$ cat src/rtl/mcsr_pkg.sv
package mcsr_pkg;

    localparam int XLEN = 32;

    localparam logic [2:0] OP_NONE  = 3'd0;
    localparam logic [2:0] OP_READ  = 3'd1;
    localparam logic [2:0] OP_WRITE = 3'd2;
    localparam logic [2:0] OP_SET   = 3'd3;
    localparam logic [2:0] OP_CLR   = 3'd4;

    localparam logic [1:0] TK_ILLEGAL = 2'd0;
    localparam logic [1:0] TK_ECALL   = 2'd1;
    localparam logic [1:0] TK_EBREAK  = 2'd2;

    localparam logic [11:0] A_STATUS  = 12'h300;
    localparam logic [11:0] A_ISA     = 12'h301;
    localparam logic [11:0] A_TVEC    = 12'h305;
    localparam logic [11:0] A_EPC     = 12'h341;
    localparam logic [11:0] A_CAUSE   = 12'h342;
    localparam logic [11:0] A_TVAL    = 12'h343;
    localparam logic [11:0] A_CYCLE   = 12'hB00;
    localparam logic [11:0] A_INSTRET = 12'hB02;
    localparam logic [11:0] A_HARTID  = 12'hF14;

    localparam logic [XLEN-1:0] ISA_VALUE   = 32'h4000_0100;
    localparam logic [XLEN-1:0] CAUSE_ILL   = 32'd2;
    localparam logic [XLEN-1:0] CAUSE_BRK   = 32'd3;
    localparam logic [XLEN-1:0] CAUSE_ECALL = 32'd11;

    typedef struct packed {
        logic [XLEN-1:0] tvec;
        logic [XLEN-1:0] epc;
        logic [XLEN-1:0] cause;
        logic [XLEN-1:0] tval;
        logic            ie;
        logic            pie;
    } csr_state_t;

    function automatic logic [XLEN-1:0] apply_op(input logic [2:0] op,
                                                 input logic [XLEN-1:0] old,
                                                 input logic [XLEN-1:0] opnd);
        case (op)
            OP_WRITE: apply_op = opnd;
            OP_SET:   apply_op = old | opnd;
            OP_CLR:   apply_op = old & ~opnd;
            default:  apply_op = old;
        endcase
    endfunction

endpackage

$ cat src/rtl/mcsr_counter.sv
module mcsr_counter #(
    parameter int W = 32
) (
    input  logic         clk,
    input  logic         rst_n,
    input  logic         inc,
    input  logic         wr_en,
    input  logic [W-1:0] wr_data,
    output logic [W-1:0] cnt
);
    logic [W-1:0] cnt_d, cnt_q;

    always_comb begin
        cnt_d = cnt_q;
        if (wr_en)
            cnt_d = wr_data;
        else if (inc)
            cnt_d = cnt_q + W'(1);
    end

    always_ff @(posedge clk) begin
        if (!rst_n) cnt_q <= '0;
        else        cnt_q <= cnt_d;
    end

    assign cnt = cnt_q;


    cnt_step_chk: assert property (@(posedge clk) disable iff (!rst_n)
        (!wr_en && inc) |=> cnt == $past(cnt) + W'(1));

    cnt_write_wins_chk: assert property (@(posedge clk) disable iff (!rst_n)
        wr_en |=> cnt == $past(wr_data));
endmodule

$ cat src/rtl/mcsr_trap_ctl.sv
module mcsr_trap_ctl
    import mcsr_pkg::*;
(
    input  logic [1:0]      kind,
    input  logic [XLEN-1:0] pc,
    input  logic [XLEN-1:0] instr,
    output logic [XLEN-1:0] cause,
    output logic [XLEN-1:0] tval,
    output logic [XLEN-1:0] epc
);
    always_comb begin
        epc = {pc[XLEN-1:2], 2'b00};
        case (kind)
            TK_ECALL: begin
                cause = CAUSE_ECALL;
                tval  = '0;
            end
            TK_EBREAK: begin
                cause = CAUSE_BRK;
                tval  = pc;
            end
            default: begin
                cause = CAUSE_ILL;
                tval  = instr;
            end
        endcase
    end
endmodule

$ cat src/rtl/mcsr_unit.sv
module mcsr_unit
    import mcsr_pkg::*;
#(
    parameter logic [31:0] HART_ID   = 32'd0,
    parameter logic [31:0] RESET_VEC = 32'h0000_0000
) (
    input  logic        clk,
    input  logic        rst_n,
    input  logic [2:0]  csr_op,
    input  logic [11:0] csr_addr,
    input  logic [31:0] csr_wdata,
    output logic [31:0] csr_rdata,
    output logic        illegal_o,
    input  logic        retire_i,
    input  logic        trap_req,
    input  logic [1:0]  trap_kind,
    input  logic [31:0] trap_pc,
    input  logic [31:0] trap_instr,
    input  logic        mret_req,
    output logic [31:0] trap_vector_o,
    output logic [31:0] ret_addr_o
);
    localparam int NCNT = 2;

    csr_state_t state_d, state_q;

    logic [XLEN-1:0] t_cause, t_tval, t_epc;
    logic [XLEN-1:0] cnt_val [NCNT];
    logic [NCNT-1:0] cnt_inc, cnt_wr;
    logic            is_access, is_modify, known, read_only, wr_ok;
    logic [XLEN-1:0] status_rd, new_val;

    mcsr_trap_ctl u_trap (
        .kind  (trap_kind),
        .pc    (trap_pc),
        .instr (trap_instr),
        .cause (t_cause),
        .tval  (t_tval),
        .epc   (t_epc)
    );

    always_comb begin
        is_access = (csr_op >= OP_READ) && (csr_op <= OP_CLR);
        is_modify = (csr_op >= OP_WRITE) && (csr_op <= OP_CLR);
        read_only = (csr_addr[11:10] == 2'b11);
        known     = csr_addr inside {A_STATUS, A_ISA, A_TVEC, A_EPC, A_CAUSE,
                                     A_TVAL, A_CYCLE, A_INSTRET, A_HARTID};
        illegal_o = is_access && (!known || (read_only && is_modify));
        wr_ok     = is_modify && !illegal_o && !trap_req && !mret_req;

        status_rd = {19'b0, 2'b11, 3'b0, state_q.pie, 3'b0, state_q.ie, 3'b0};
        case (csr_addr)
            A_STATUS:  csr_rdata = status_rd;
            A_ISA:     csr_rdata = ISA_VALUE;
            A_TVEC:    csr_rdata = state_q.tvec;
            A_EPC:     csr_rdata = state_q.epc;
            A_CAUSE:   csr_rdata = state_q.cause;
            A_TVAL:    csr_rdata = state_q.tval;
            A_CYCLE:   csr_rdata = cnt_val[0];
            A_INSTRET: csr_rdata = cnt_val[1];
            A_HARTID:  csr_rdata = HART_ID;
            default:   csr_rdata = '0;
        endcase
        new_val = apply_op(csr_op, csr_rdata, csr_wdata);
    end

    always_comb begin
        state_d = state_q;
        if (trap_req) begin
            state_d.epc   = t_epc;
            state_d.cause = t_cause;
            state_d.tval  = t_tval;
            state_d.pie   = state_q.ie;
            state_d.ie    = 1'b0;
        end else if (mret_req) begin
            state_d.ie  = state_q.pie;
            state_d.pie = 1'b1;
        end else if (wr_ok) begin
            case (csr_addr)
                A_STATUS: begin
                    state_d.ie  = new_val[3];
                    state_d.pie = new_val[7];
                end
                A_TVEC: begin
                    state_d.tvec[XLEN-1:2] = new_val[XLEN-1:2];
                    if (!new_val[1])
                        state_d.tvec[1:0] = new_val[1:0];
                end
                A_EPC:   state_d.epc   = {new_val[XLEN-1:2], 2'b00};
                A_CAUSE: state_d.cause = new_val;
                A_TVAL:  state_d.tval  = new_val;
                default: ;
            endcase
        end
    end

    always_ff @(posedge clk) begin
        if (!rst_n) begin
            state_q       <= '0;
            state_q.tvec  <= {RESET_VEC[31:2], 2'b00};
        end else begin
            state_q <= state_d;
        end
    end

    assign cnt_inc[0] = 1'b1;
    assign cnt_inc[1] = retire_i;
    assign cnt_wr[0]  = wr_ok && (csr_addr == A_CYCLE);
    assign cnt_wr[1]  = wr_ok && (csr_addr == A_INSTRET);

    for (genvar gi = 0; gi < NCNT; gi++) begin : g_cnt
        mcsr_counter #(.W(XLEN)) u_cnt (
            .clk     (clk),
            .rst_n   (rst_n),
            .inc     (cnt_inc[gi]),
            .wr_en   (cnt_wr[gi]),
            .wr_data (new_val),
            .cnt     (cnt_val[gi])
        );
    end

    assign trap_vector_o = {state_q.tvec[XLEN-1:2], 2'b00};
    assign ret_addr_o    = state_q.epc;


    epc_trap_align_chk: assert property (@(posedge clk) disable iff (!rst_n)
        trap_req |=> ret_addr_o == {$past(trap_pc[31:2]), 2'b00});

    tvec_mode_legal_chk: assert property (@(posedge clk) disable iff (!rst_n)
        state_q.tvec[1] == 1'b0);

    ecall_tval_zero_chk: assert property (@(posedge clk) disable iff (!rst_n)
        (trap_req && trap_kind == TK_ECALL) |=> state_q.tval == '0);

    ebreak_cause_chk: assert property (@(posedge clk) disable iff (!rst_n)
        (trap_req && trap_kind == TK_EBREAK) |=> state_q.cause == CAUSE_BRK);

    trap_clears_ie_chk: assert property (@(posedge clk) disable iff (!rst_n)
        trap_req |=> (!state_q.ie && state_q.pie == $past(state_q.ie)));

    ro_write_flag_chk: assert property (@(posedge clk) disable iff (!rst_n)
        (csr_addr == A_HARTID && csr_op == OP_WRITE) |-> illegal_o);

    isa_fixed_chk: assert property (@(posedge clk) disable iff (!rst_n)
        (csr_addr == A_ISA) |-> csr_rdata == ISA_VALUE);
endmodule

$ cat config.mk
export PLATFORM = sky130hd
export DESIGN_NAME = mcsr_unit
export DESIGN_NICKNAME = d
export VERILOG_FILES = /design/src/rtl/mcsr_pkg.sv /design/src/rtl/mcsr_counter.sv /design/src/rtl/mcsr_trap_ctl.sv /design/src/rtl/mcsr_unit.sv
export SDC_FILE = /design/constraint.sdc
export NUM_CORES = 1
export LEC_CHECK = 0
export ABC_CLOCK_PERIOD_IN_PS = 2600
export CAP_MARGIN = 20
export CORE_ASPECT_RATIO = 0.8
export CORE_MARGIN = 5
export CORE_UTILIZATION = 25
export CTS_BUF_LIST = sky130_fd_sc_hd__clkbuf_2 sky130_fd_sc_hd__clkbuf_4 sky130_fd_sc_hd__clkbuf_8
export CTS_CLUSTER_SIZE = 20
export DETAILED_ROUTE_END_ITERATION = 8
export GPL_TIMING_DRIVEN = 1
export SLEW_MARGIN = 20
export SYNTH_ARGS = -nofsm -noshare
export SYNTH_HDL_FRONTEND = slang
export SYNTH_HIERARCHICAL = 1
export SYNTH_SLANG_ARGS = --single-unit
$ cat constraint.sdc
create_clock -name clk -period 2.6 [get_ports clk]
set_clock_uncertainty 0.2 [all_clocks]
set_input_delay 0.26 -clock clk [delete_from_list [all_inputs] [get_ports clk]]
set_output_delay 0.26 -clock clk [all_outputs]
set_load 0.02 [all_outputs]
==> run summary, run 1 <==
======================================================================================
Kind of cell adding the most delay to the critical path ................. buffers and inverters
Die Outline Area ........................................................    55400 µm²
RSZ-0062 raised after global routing ....................................         true
Worst stage delay on the critical path ..................................      0.59 ns
Min-Delay Path Class ....................................................    in -> reg
Sinks on the clock net ..................................................          193
Post-Synthesis Cell Area ................................................    12700 µm²
Num ports ...............................................................          215
FP Rows .................................................................           73
Number of antenna violations at the first check in global routing .......            2
Buffer type at the clock tree root ......................................     clkbuf_8
Critical path start-end classification ..................................    in -> out
Layout Cell Area excl Fill ..............................................    17800 µm²
Final worst setup slack .................................................   -0.0774 ns
Number of I/O port buffers ..............................................          212
Static leakage ..........................................................      7.19 nW
Count of buffering cells on the critical path with inverters included ...            8
CTS H-Tree Depth ........................................................            4
Met1 usage ..............................................................        29.8%
Synthesized instance count ..............................................         1563
Area share of the largest cell type after synthesis .....................        30.4%
Maximum clock frequency .................................................    0.373 GHz
Final layout net count ..................................................         2008
DIE HEIGHT ..............................................................       212 µm
Part of the cycle the worst path needs ..................................         103%
Detailed placer's ending HPWL ...........................................     45600 µm
Met3 track demand over resource .........................................        5.65%
Kind of start point of the critical path ................................   input port
Fraction of layout cells with a size suffix above 1 .....................        27.5%
Power per Cell Area .....................................................   364 nW/µm²
Count of pins over their slew limit .....................................            0
GR Layer Usage met2 .....................................................        30.3%
Number of setup violations in the final report ..........................            7
Buffer depth of the longest clock path ..................................            2
DRC Markers .............................................................            0
Routing layer with the top usage in global route ........................         met2
Violated checks ......................................................... negative setup slack
Synthesis-stage register bit count ......................................          193
Global-route wire length before repair ..................................     87600 µm
Number of enable flip-flop cells after synthesis ........................            0
Largest fanout on the critical path .....................................            4
Post-synth top area cell ................................................      dfxtp_1
DRT Wirelength ..........................................................     60800 µm
Routed wirelength normalized by instance count ..........................      23.6 µm
Post-synthesis sequential area ratio ....................................        30.4%
Overflow left after global routing ......................................            0
Core area ...............................................................    50000 µm²
Iteration-0 DRC Markers .................................................         1960
Number of buffers created by CTS ........................................           17
Max-cap viol count ......................................................            0
Post-route setup TNS ....................................................    -0.325 ns
Critical path cell sequence ............................................. buf_8 > or4_4 > buf_12 > buf_6 > nor4_4 > buf_6 > buf_12 > buf_8 > buf_12 > a32oi_4 > nand3_4 > buf_6
Number of distinct library cells after synthesis ........................           88
Result of the run ....................................................... finished, violations left
Count of nets left with antenna violations after detail routing .........            0
Largest net degree at the start of global routing .......................           53
Post-synthesis async set-or-reset flop share ............................           0%
Placement-stage worst setup slack .......................................    -0.764 ns
Normalized max-slew margin ..............................................        52.7%
Effective utilization at floorplan ......................................        25.4%
Synthesis Warnings ......................................................            6
Synth-to-Final Area Change ..............................................        40.2%
Main area contributors after synthesis .................................. dfxtp_1 (30%), buf_4 (7.9%), a22oi_1 (5.4%), o21ai_0 (4.7%), nand2_1 (3.3%)
Total via count after detailed routing ..................................        14200
Mean instance size in the synthesized netlist ...........................     8.12 µm²
Worst vdd ir ............................................................     0.329 mV
Vias/cell ...............................................................         5.51
Source-to-sink clock delay at the later pin of the worst-skew pair ......      0.51 ns
Weighted congestion reported at the end of routability-driven placement .        0.933
Slowest cell on crit path ...............................................        or4_4
TritonCTS clock tree ....................................................          yes
Number of global-route vias before repair ...............................        13300
Category of the worst setup path capture point .......................... primary output
Die boundary width ......................................................       262 µm
Final number of hold-violating endpoints ................................            0
Shortest clock period the worst path allows after layout ................      2.68 ns
First-pass iteration count of the detailed router .......................            9
Placed cell area ........................................................    16400 µm²
Slew @ Worst Pin ........................................................     0.710 ns
Clock transition at the registers of the reported paths .................      0.11 ns
CP required .............................................................      2.14 ns
CP arrival ..............................................................      2.22 ns
Flip-flop cell with the highest count after synthesis ...................      dfxtp_1
Global Route Usage Sum ..................................................        20.8%
======================================================================================
-- synthesized netlist by cell type (30+ instances only) --
| library cell | count |
|---|---|
| a22oi_1 | 91 |
| and2_1 | 33 |
| nand2_1 | 112 |
| clkbuf_1 | 79 |
| o21ai_0 | 118 |
| inv_1 | 48 |
| dfxtp_1 | 193 |
| nor2_1 | 85 |
| buf_4 | 133 |
| nand3_1 | 41 |
| o22ai_1 | 36 |
| nand4_1 | 30 |
| a21oi_1 | 60 |
-- power breakdown --
part	total [mW]	switching (mW)	internal [mW]
Combinational	1.26	0.684	0.578
Sequential	3.14	0.0912	3.05
Clock	2.07	1.28	0.794
-- flip-flops by register name, indices dropped and copies added, names as in the netlist --
name and cells:
ret_addr_o 32, g_cnt.u_cnt/cnt 64, state_q 67, trap_vector_o 30
-- placed cells by master (no fill, tap or decap), types with 16 or more instances in the layout --
master / instances
a21oi_1: 57
a222oi_1: 24
a22o_1: 29
a22oi_1: 90
a31oi_1: 16
a32oi_1: 17
and2_1: 33
and3_1: 19
buf_12: 24
buf_4: 261
buf_6: 41
clkbuf_8: 17
clkdlybuf4s50_1: 165
conb_1: 40
dfxtp_1: 193
inv_1: 47
nand2_1: 93
nand3_1: 38
nand4_1: 30
nor2_1: 84
nor3_1: 25
o21ai_0: 96
o21ai_1: 51
o22ai_1: 34
o22ai_2: 21
or4_1: 17
-- cell type report --
type	count	area [µm²]
Inverter	50	188
Clock buffer	17	234
Clock inverter	15	149
Sequential cell	193	3860
Timing Repair Buffer	517	4860
Multi-Input combinational cell	1107	7660
Antenna cell	1	2.50
Fill cell	5132	32200
Tap cell	675	845
-- routing by layer --
layer	wire, µm	share of wire, %
met1	27300	45
met2	25400	42
met3	6450	11
met4	1630	2.7
met5	6	0.0099
-- kinds of logic after synthesis --
| logic type | Yosys count | share of synthesized area [%] |
|---|---|---|
| AOI/OAI and AO/OA | 543 | 30.2 |
| DFF | 193 | 30.4 |
| adders and majority gates | 4 | 0.394 |
| buffers and inverters | 299 | 14.5 |
| other | 4 | 0.118 |
| muxes | 12 | 0.956 |
| and+or+nand+nor | 487 | 22.0 |
| xor gates and xnor gates | 21 | 1.45 |
-- stage by stage --
step	hold WS (ns)	std cells	total power, mW	util [%]
2_1_floorplan	0.154	1599	3.82	-
3_3_place_gp	0.255	2492	4.38	32.8
3_5_place_dp	0.267	2492	4.39	32.8
4_1_cts	0.173	2564	6.46	35.1
5_1_grt	0.192	2575	6.69	35.6
6_report	0.205	2575	6.48	35.6
-- what timing repair did --
item / CTS / global route
pin swaps: 37 / 20
setup endpoints to repair: 137 / 51
gates resized for setup: 260 / 44
hold buffers: 1 / 0
endpoints found under the hold margin: 5 / 0
buffers inserted: 45 / 13
cloned: 4 / 1
-- worst reg2reg max path, stage by stage, from the launching register on --
cell and delay, ns:
dfxtp_1 0.55, nand3_1 0.23, or4_1 0.73, or3_1 0.38
a311oi_1 0.28
-- path summary, 6_finish.rpt --
| check | start | endpoint | slack (ns) | cells past startpoint |
|---|---|---|---|---|
| worst min-delay path | trap_pc[6] | ret_addr_o[6] | 0.20 | 3 |
| worst max register to register | g_cnt[1].u_cnt/cnt[3] | g_cnt[1].u_cnt/cnt[14] | 0.15 | 4 |
| worst min register to register | state_q[98] | state_q[98] | 0.29 | 2 |
| worst max-delay path | csr_addr[10] | csr_rdata[27] | -0.08 | 12 |
Power figures use the tool's default switching activity.
==> run 2, diff against run 1 <==
Settings changed: SETUP_SLACK_MARGIN set to 0.4.
==> run summary, run 2 (synthesis gave the netlist of run 1 again) <==
======================================================================================
Clock transition at the registers of the reported paths .................      0.09 ns   -0.02 ns
Detailed placer's ending HPWL ...........................................     46600 µm   +2.0%
Final number of hold-violating endpoints ................................            0   unchanged
Slew @ Worst Pin ........................................................     0.695 ns   -0.0147 ns
Total via count after detailed routing ..................................        15100   +6.5%
DIE HEIGHT ..............................................................       212 µm   unchanged
First-pass iteration count of the detailed router .......................            7   -2
Number of buffers created by CTS ........................................           17   unchanged
Placed cell area ........................................................    16600 µm²   +1.4%
Source-to-sink clock delay at the later pin of the worst-skew pair ......      0.51 ns   about the same
Number of antenna violations at the first check in global routing .......            1   -1
Normalized max-slew margin ..............................................        53.2%   +0.55 points
Maximum clock frequency .................................................    0.369 GHz   -1.3%
Most used cell, CP ......................................................        buf_6
DRC Markers .............................................................            0   unchanged
Critical path cell sequence ............................................. buf_6 > nand3b_1 > buf_12 > buf_6 > nor4_4 > buf_6 > buf_12 > buf_6 > a222oi_1 > nand3_4 > buf_6 > buf_6
Violated checks ......................................................... negative setup slack
CP arrival ..............................................................      2.25 ns   +0.03 ns
Slowest cell on crit path ...............................................     a222oi_1
Buffer type at the clock tree root ......................................     clkbuf_8
Num ports ...............................................................          215   unchanged
Largest fanout on the critical path .....................................            5   +1
Flip-flop count of the largest register after layout ....................           67   unchanged
Die boundary width ......................................................       262 µm   unchanged
DRT Wirelength ..........................................................     66600 µm   +9.6%
Weighted congestion reported at the end of routability-driven placement .        0.948   +1.6%
Core area ...............................................................    50000 µm²   unchanged
Largest net degree at the start of global routing .......................           51   -3.8%
Static leakage ..........................................................      8.18 nW   +14%
FP Rows .................................................................           73   unchanged
Effective utilization at floorplan ......................................        25.4%   unchanged
Worst stage delay on the critical path ..................................      0.49 ns   -0.10 ns
Number of global-route vias before repair ...............................        14500   +8.8%
Filler Cells Inserted ...................................................         4829   -5.9%
Placement-stage worst setup slack .......................................    -0.750 ns   +0.0145 ns
Result of the run ....................................................... finished, violations left
N_diodes ................................................................            0   -1
Layout Cell Area excl Fill ..............................................    20700 µm²   +16%
Part of the cycle the worst path needs ..................................         104%   +1.3 points
Cell Count, Final, Fillers Out ..........................................         2664   +3.5%
Worst vdd ir ............................................................     0.284 mV   -14%
Register with the most flip-flops .......................................      state_q
CTS H-Tree Depth ........................................................            4   unchanged
Worst hold path startpoint .............................................. csr_addr[11]
Final worst setup slack .................................................    -0.112 ns   -0.0350 ns
Max-cap viol count ......................................................            0   unchanged
Power per Cell Area .....................................................   333 nW/µm²   -8.4%
Global-route wire length before repair ..................................     95200 µm   +8.7%
Critical path launch point ..............................................  csr_addr[8]
Min-Delay Path Class ....................................................    in -> reg
Beginning of the worst register-to-register path ........................ g_cnt[1].u_cnt/cnt[12]
Final layout net count ..................................................         2098   +4.5%
Number of I/O port buffers ..............................................          212   unchanged
Routed wirelength normalized by instance count ..........................      25.0 µm   +6.0%
Category of the worst setup path capture point .......................... primary output
Count of pins over their slew limit .....................................            0   unchanged
Vias/cell ...............................................................         5.67   +3.0%
TritonCTS clock tree ....................................................          yes
Sinks on the clock net ..................................................          193   unchanged
Kind of cell adding the most delay to the critical path ................. buffers and inverters
Critical path start-end classification ..................................    in -> out
Commonest cells after routing, fill and taps aside ...................... buf_4 (196), dfxtp_1 (184), buf_6 (167)
Count of buffering cells on the critical path with inverters included ...            8   unchanged
Most common cell after layout, fill and taps aside ......................        buf_4
Fraction of layout cells with a size suffix above 1 .....................        40.0%   +12 points
Count of nets left with antenna violations after detail routing .........            0   unchanged
CP required .............................................................      2.14 ns   about the same
Buffer depth of the longest clock path ..................................            2   unchanged
Global Route Usage Sum ..................................................        22.7%   +1.8 points
Placed cells ............................................................         2473   -0.76%
RSZ-0062 raised after global routing ....................................         true
Iteration-0 DRC Markers .................................................         2050   +4.6%
Synth-to-Final Area Change ..............................................        63.1%
Overflow left after global routing ......................................            0   unchanged
Shortest clock period the worst path allows after layout ................      2.71 ns   +0.0350 ns
Die Outline Area ........................................................    55400 µm²   unchanged
Number of setup violations in the final report ..........................            2   -5
Kind of start point of the critical path ................................   input port
======================================================================================
run 2: worst paths after layout:
path / to / slack, ns / depth (start not counted)
worst min register to register: state_q[60] / 0.31 / 2
worst min-delay path: state_q[1] / 0.17 / 6
worst max register to register: g_cnt[1].u_cnt/cnt[20] / 0.23 / 4
worst max-delay path: csr_rdata[21] / -0.11 / 12
run 2: repair_timing:
action / in CTS / in global routing
pin swaps: 94 / 97
endpoints found under the setup margin: 224 / 209
hold buffers: 1 / 0
gates cloned: 19 / 1
hold endpoints to repair: 6 / 0
gates resized for setup: 456 / 207
buffers inserted: 93 / 45
run 2: cell type report:
type	count	area [µm²]	share of cell area, %
Sequential cell	193	3880	18.7
Clock buffer	20	275	1.33
Inverter	50	208	1.00
Multi-Input combinational cell	1107	8780	42.4
Tap cell	675	845	4.08
Timing Repair Buffer	607	6550	31.6
Clock inverter	12	176	0.852
run 2: per-stage QoR:
stage	total power, mW	hold WS, ns	TNS (ns)	util [%]
after global placement	4.42	0.263	-93.02	33.2
after floorplan	3.87	0.154	-0.276	-
after detailed placement	4.43	0.268	-96.84	33.2
final	6.90	0.173	-0.137	41.4
after CTS	6.78	0.187	-0.551	38.9
after global routing	7.12	0.160	-0.271	41.4
run 2: metal layers:
metal  routed length, µm  track usage, %  vias to the layer above  part of all wire (%)
met4                2200            6.78                        2                   3.3
met1               28700            32.2                     7419                    43
li1                    -               -                     6594                     -
met2               28200            33.7                      943                    42
met5                   8               0                        -                 0.012
met3                7460            5.83                      144                    11
run 2: tightest hold or removal path, stage by stage:
cell	delay, ns
buf_6	0.09
buf_4	0.16
nor4_1	0.07
buf_4	0.15
o221ai_4	0.06
a221oi_2	0.06
run 2: power breakdown:
part / internal [mW] / switching [mW] / total, mW
Sequential: 3.05 / 0.103 / 3.15
Combinational: 0.652 / 0.769 / 1.42
Clock: 1.13 / 1.20 / 2.33
==> run 3, diff against run 2 <==
Settings changed: TNS_END_PERCENT set to 50.
==> run summary, run 3 (synthesis gave the netlist of run 1 again) <==
======================================================================================
Kind of cell adding the most delay to the critical path ................. simple AND/OR/NAND/NOR gates
Slew @ Worst Pin ........................................................     0.964 ns   +0.268 ns
Multi-input gate area in the final layout ...............................     8320 µm²   -5.2%
Fraction of layout cells with a size suffix above 1 .....................        36.1%   -4.0 points
Count of nets left with antenna violations after detail routing .........            0   unchanged
N_diodes ................................................................            0   unchanged
Number of antenna violations at the first check in global routing .......            2   +1
Filler Cells Inserted ...................................................         5020   +4.0%
TritonCTS clock tree ....................................................          yes
First-pass iteration count of the detailed router .......................            7   unchanged
Number of setup violations in the final report ..........................            1   -1
Worst stage delay on the critical path ..................................      0.55 ns   +0.06 ns
Most used cell, CP ......................................................        buf_6
Count of pins over their slew limit .....................................            0   unchanged
Hold WS .................................................................     0.208 ns   +0.0349 ns
Part of the cycle the worst path needs ..................................         100%   -4.2 points
Vias/cell ...............................................................         5.65   -0.28%
Weighted congestion reported at the end of routability-driven placement .        0.917   -3.3%
Largest fanout on the critical path .....................................            8   +3
RSZ-0062 raised after global routing ....................................         true
Maximum clock frequency .................................................    0.384 GHz   +4.2%
Routed wirelength normalized by instance count ..........................      24.2 µm   -3.2%
Violated checks ......................................................... negative setup slack
FP Rows .................................................................           73   unchanged
Kind of start point of the critical path ................................   input port
Die boundary width ......................................................       262 µm   unchanged
Min-Delay Path Class ....................................................    in -> reg
Count of buffering cells on the critical path with inverters included ...            7   -1
Post-route setup TNS ....................................................  -0.00233 ns   +0.135 ns
Number of global-route vias before repair ...............................        13700   -5.9%
Worst vdd ir ............................................................     0.338 mV   +19%
CP required .............................................................      2.14 ns   about the same
Static leakage ..........................................................      7.65 nW   -6.5%
Overflow left after global routing ......................................            0   unchanged
Result of the run ....................................................... finished, violations left
Max-cap viol count ......................................................            0   unchanged
DRT Wirelength ..........................................................     63400 µm   -4.8%
DIE HEIGHT ..............................................................       212 µm   unchanged
Number of buffers created by CTS ........................................           17   unchanged
Core area ...............................................................    50000 µm²   unchanged
Detailed placer's ending HPWL ...........................................     45800 µm   -1.7%
Global Route Usage Sum ..................................................        21.3%   -1.4 points
Normalized max-slew margin ..............................................        35.7%   -17 points
Most common cell after layout, fill and taps aside ......................        buf_4
Buffer depth of the longest clock path ..................................            2   unchanged
Shortest clock period the worst path allows after layout ................      2.60 ns   -0.110 ns
Clock transition at the registers of the reported paths .................      0.11 ns   +0.02 ns
Die Outline Area ........................................................    55400 µm²   unchanged
Buffer type at the clock tree root ......................................     clkbuf_8
Slowest cell on crit path ...............................................        or4_4
Power per Cell Area .....................................................   345 nW/µm²   +3.4%
Flip-flop and latch area ................................................     3880 µm²   about the same
Total via count after detailed routing ..................................        14800   -2.0%
Critical path cell sequence ............................................. buf_6 > buf_6 > or4_4 > nor4_4 > buf_6 > buf_12 > buf_12 > a32oi_2 > nand3_2 > buf_6 > buf_6
Category of the worst setup path capture point .......................... primary output
Largest net degree at the start of global routing .......................           59   +16%
Synth-to-Final Area Change ..............................................        52.8%
Number of I/O port buffers ..............................................          212   unchanged
Iteration-0 DRC Markers .................................................         2023   -1.3%
Power, Total ............................................................      6.68 mW   -3.2%
Num ports ...............................................................          215   unchanged
Final number of hold-violating endpoints ................................            0   unchanged
Commonest cells after routing, fill and taps aside ...................... buf_4 (213), dfxtp_1 (184), clkdlybuf4s50_1 (165)
CTS H-Tree Depth ........................................................            4   unchanged
DRC Markers .............................................................            0   unchanged
CP arrival ..............................................................      2.14 ns   -0.11 ns
Effective utilization at floorplan ......................................        25.4%   unchanged
Critical path start-end classification ..................................    in -> out
Global-route wire length before repair ..................................     89700 µm   -5.8%
Register with the most flip-flops .......................................      state_q
Flip-flop count of the largest register after layout ....................           67   unchanged
Sinks on the clock net ..................................................          193   unchanged
Source-to-sink clock delay at the later pin of the worst-skew pair ......      0.52 ns   about the same
Final worst setup slack .................................................  -0.00233 ns   +0.110 ns
Final layout net count ..................................................         2053   -2.1%
======================================================================================
run 3: cell types whose count changed in the layout (fill, tap and decap cells not counted), sizes merged, moves of 2 or more:
cell    change
bufbuf      +2
buf        -49
inv         +2
bufinv      -2
run 3: final cells by class:
type / instances / area share (%)
Clock inverter: 13 / 0.781
Inverter: 50 / 1.03
Tap cell: 675 / 4.35
Sequential cell: 193 / 20.0
Multi-Input combinational cell: 1107 / 42.9
Clock buffer: 19 / 1.32
Timing Repair Buffer: 562 / 29.6
run 3: stage by stage:
step	std cells	cell area (µm²)	util, %	setup slack, ns
6_report	2619	19400	38.8	-0.00233
5_1_grt	2619	19400	38.8	-0.0333
2_1_floorplan	1599	13300	-	-0.155
3_3_place_gp	2483	16600	33.1	-0.697
4_1_cts	2570	18200	36.3	0.00680
3_5_place_dp	2483	16600	33.1	-0.732
run 3: worst paths after layout:
path	cells after the start	from	endpoint	slack (ns)
setup / recovery	11	csr_addr[6]	csr_rdata[21]	-0.002
hold / removal	3	trap_pc[31]	ret_addr_o[31]	0.21
setup reg to reg	6	g_cnt[1].u_cnt/cnt[12]	g_cnt[1].u_cnt/cnt[31]	0.28
hold reg to reg	2	state_q[98]	state_q[98]	0.30
run 3: per-layer routing:
layer	global-route usage (%)	vias to the layer above	part of all wire, %
met5	0	-	0.013
met4	5.05	2	2.7
met3	4.47	133	11
met2	32.0	946	43
met1	31.2	7243	44
li1	-	6481	-
run 3: worst min-delay path: stages:
cell	delay [ns]
clkdlybuf4s50_1	0.48
a22oi_1	0.09
o21ai_1	0.07
run 3: where the power goes:
| part | switching, mW | leakage (nW) | internal, mW |
|---|---|---|---|
| clock network | 1.26 | 0.204 | 0.912 |
| registers | 0.103 | 1.58 | 3.05 |
| logic | 0.726 | 5.87 | 0.628 |
run 3: timing repair:
action | CTS | global route
hold buffers | 1 | 0
resized for setup | 316 | 225
pin swaps | 78 | 83
hold endpoints to repair | 7 | 0
setup buffers | 48 | 47
endpoints found under the setup margin | 227 | 200
gates cloned | 6 | 2
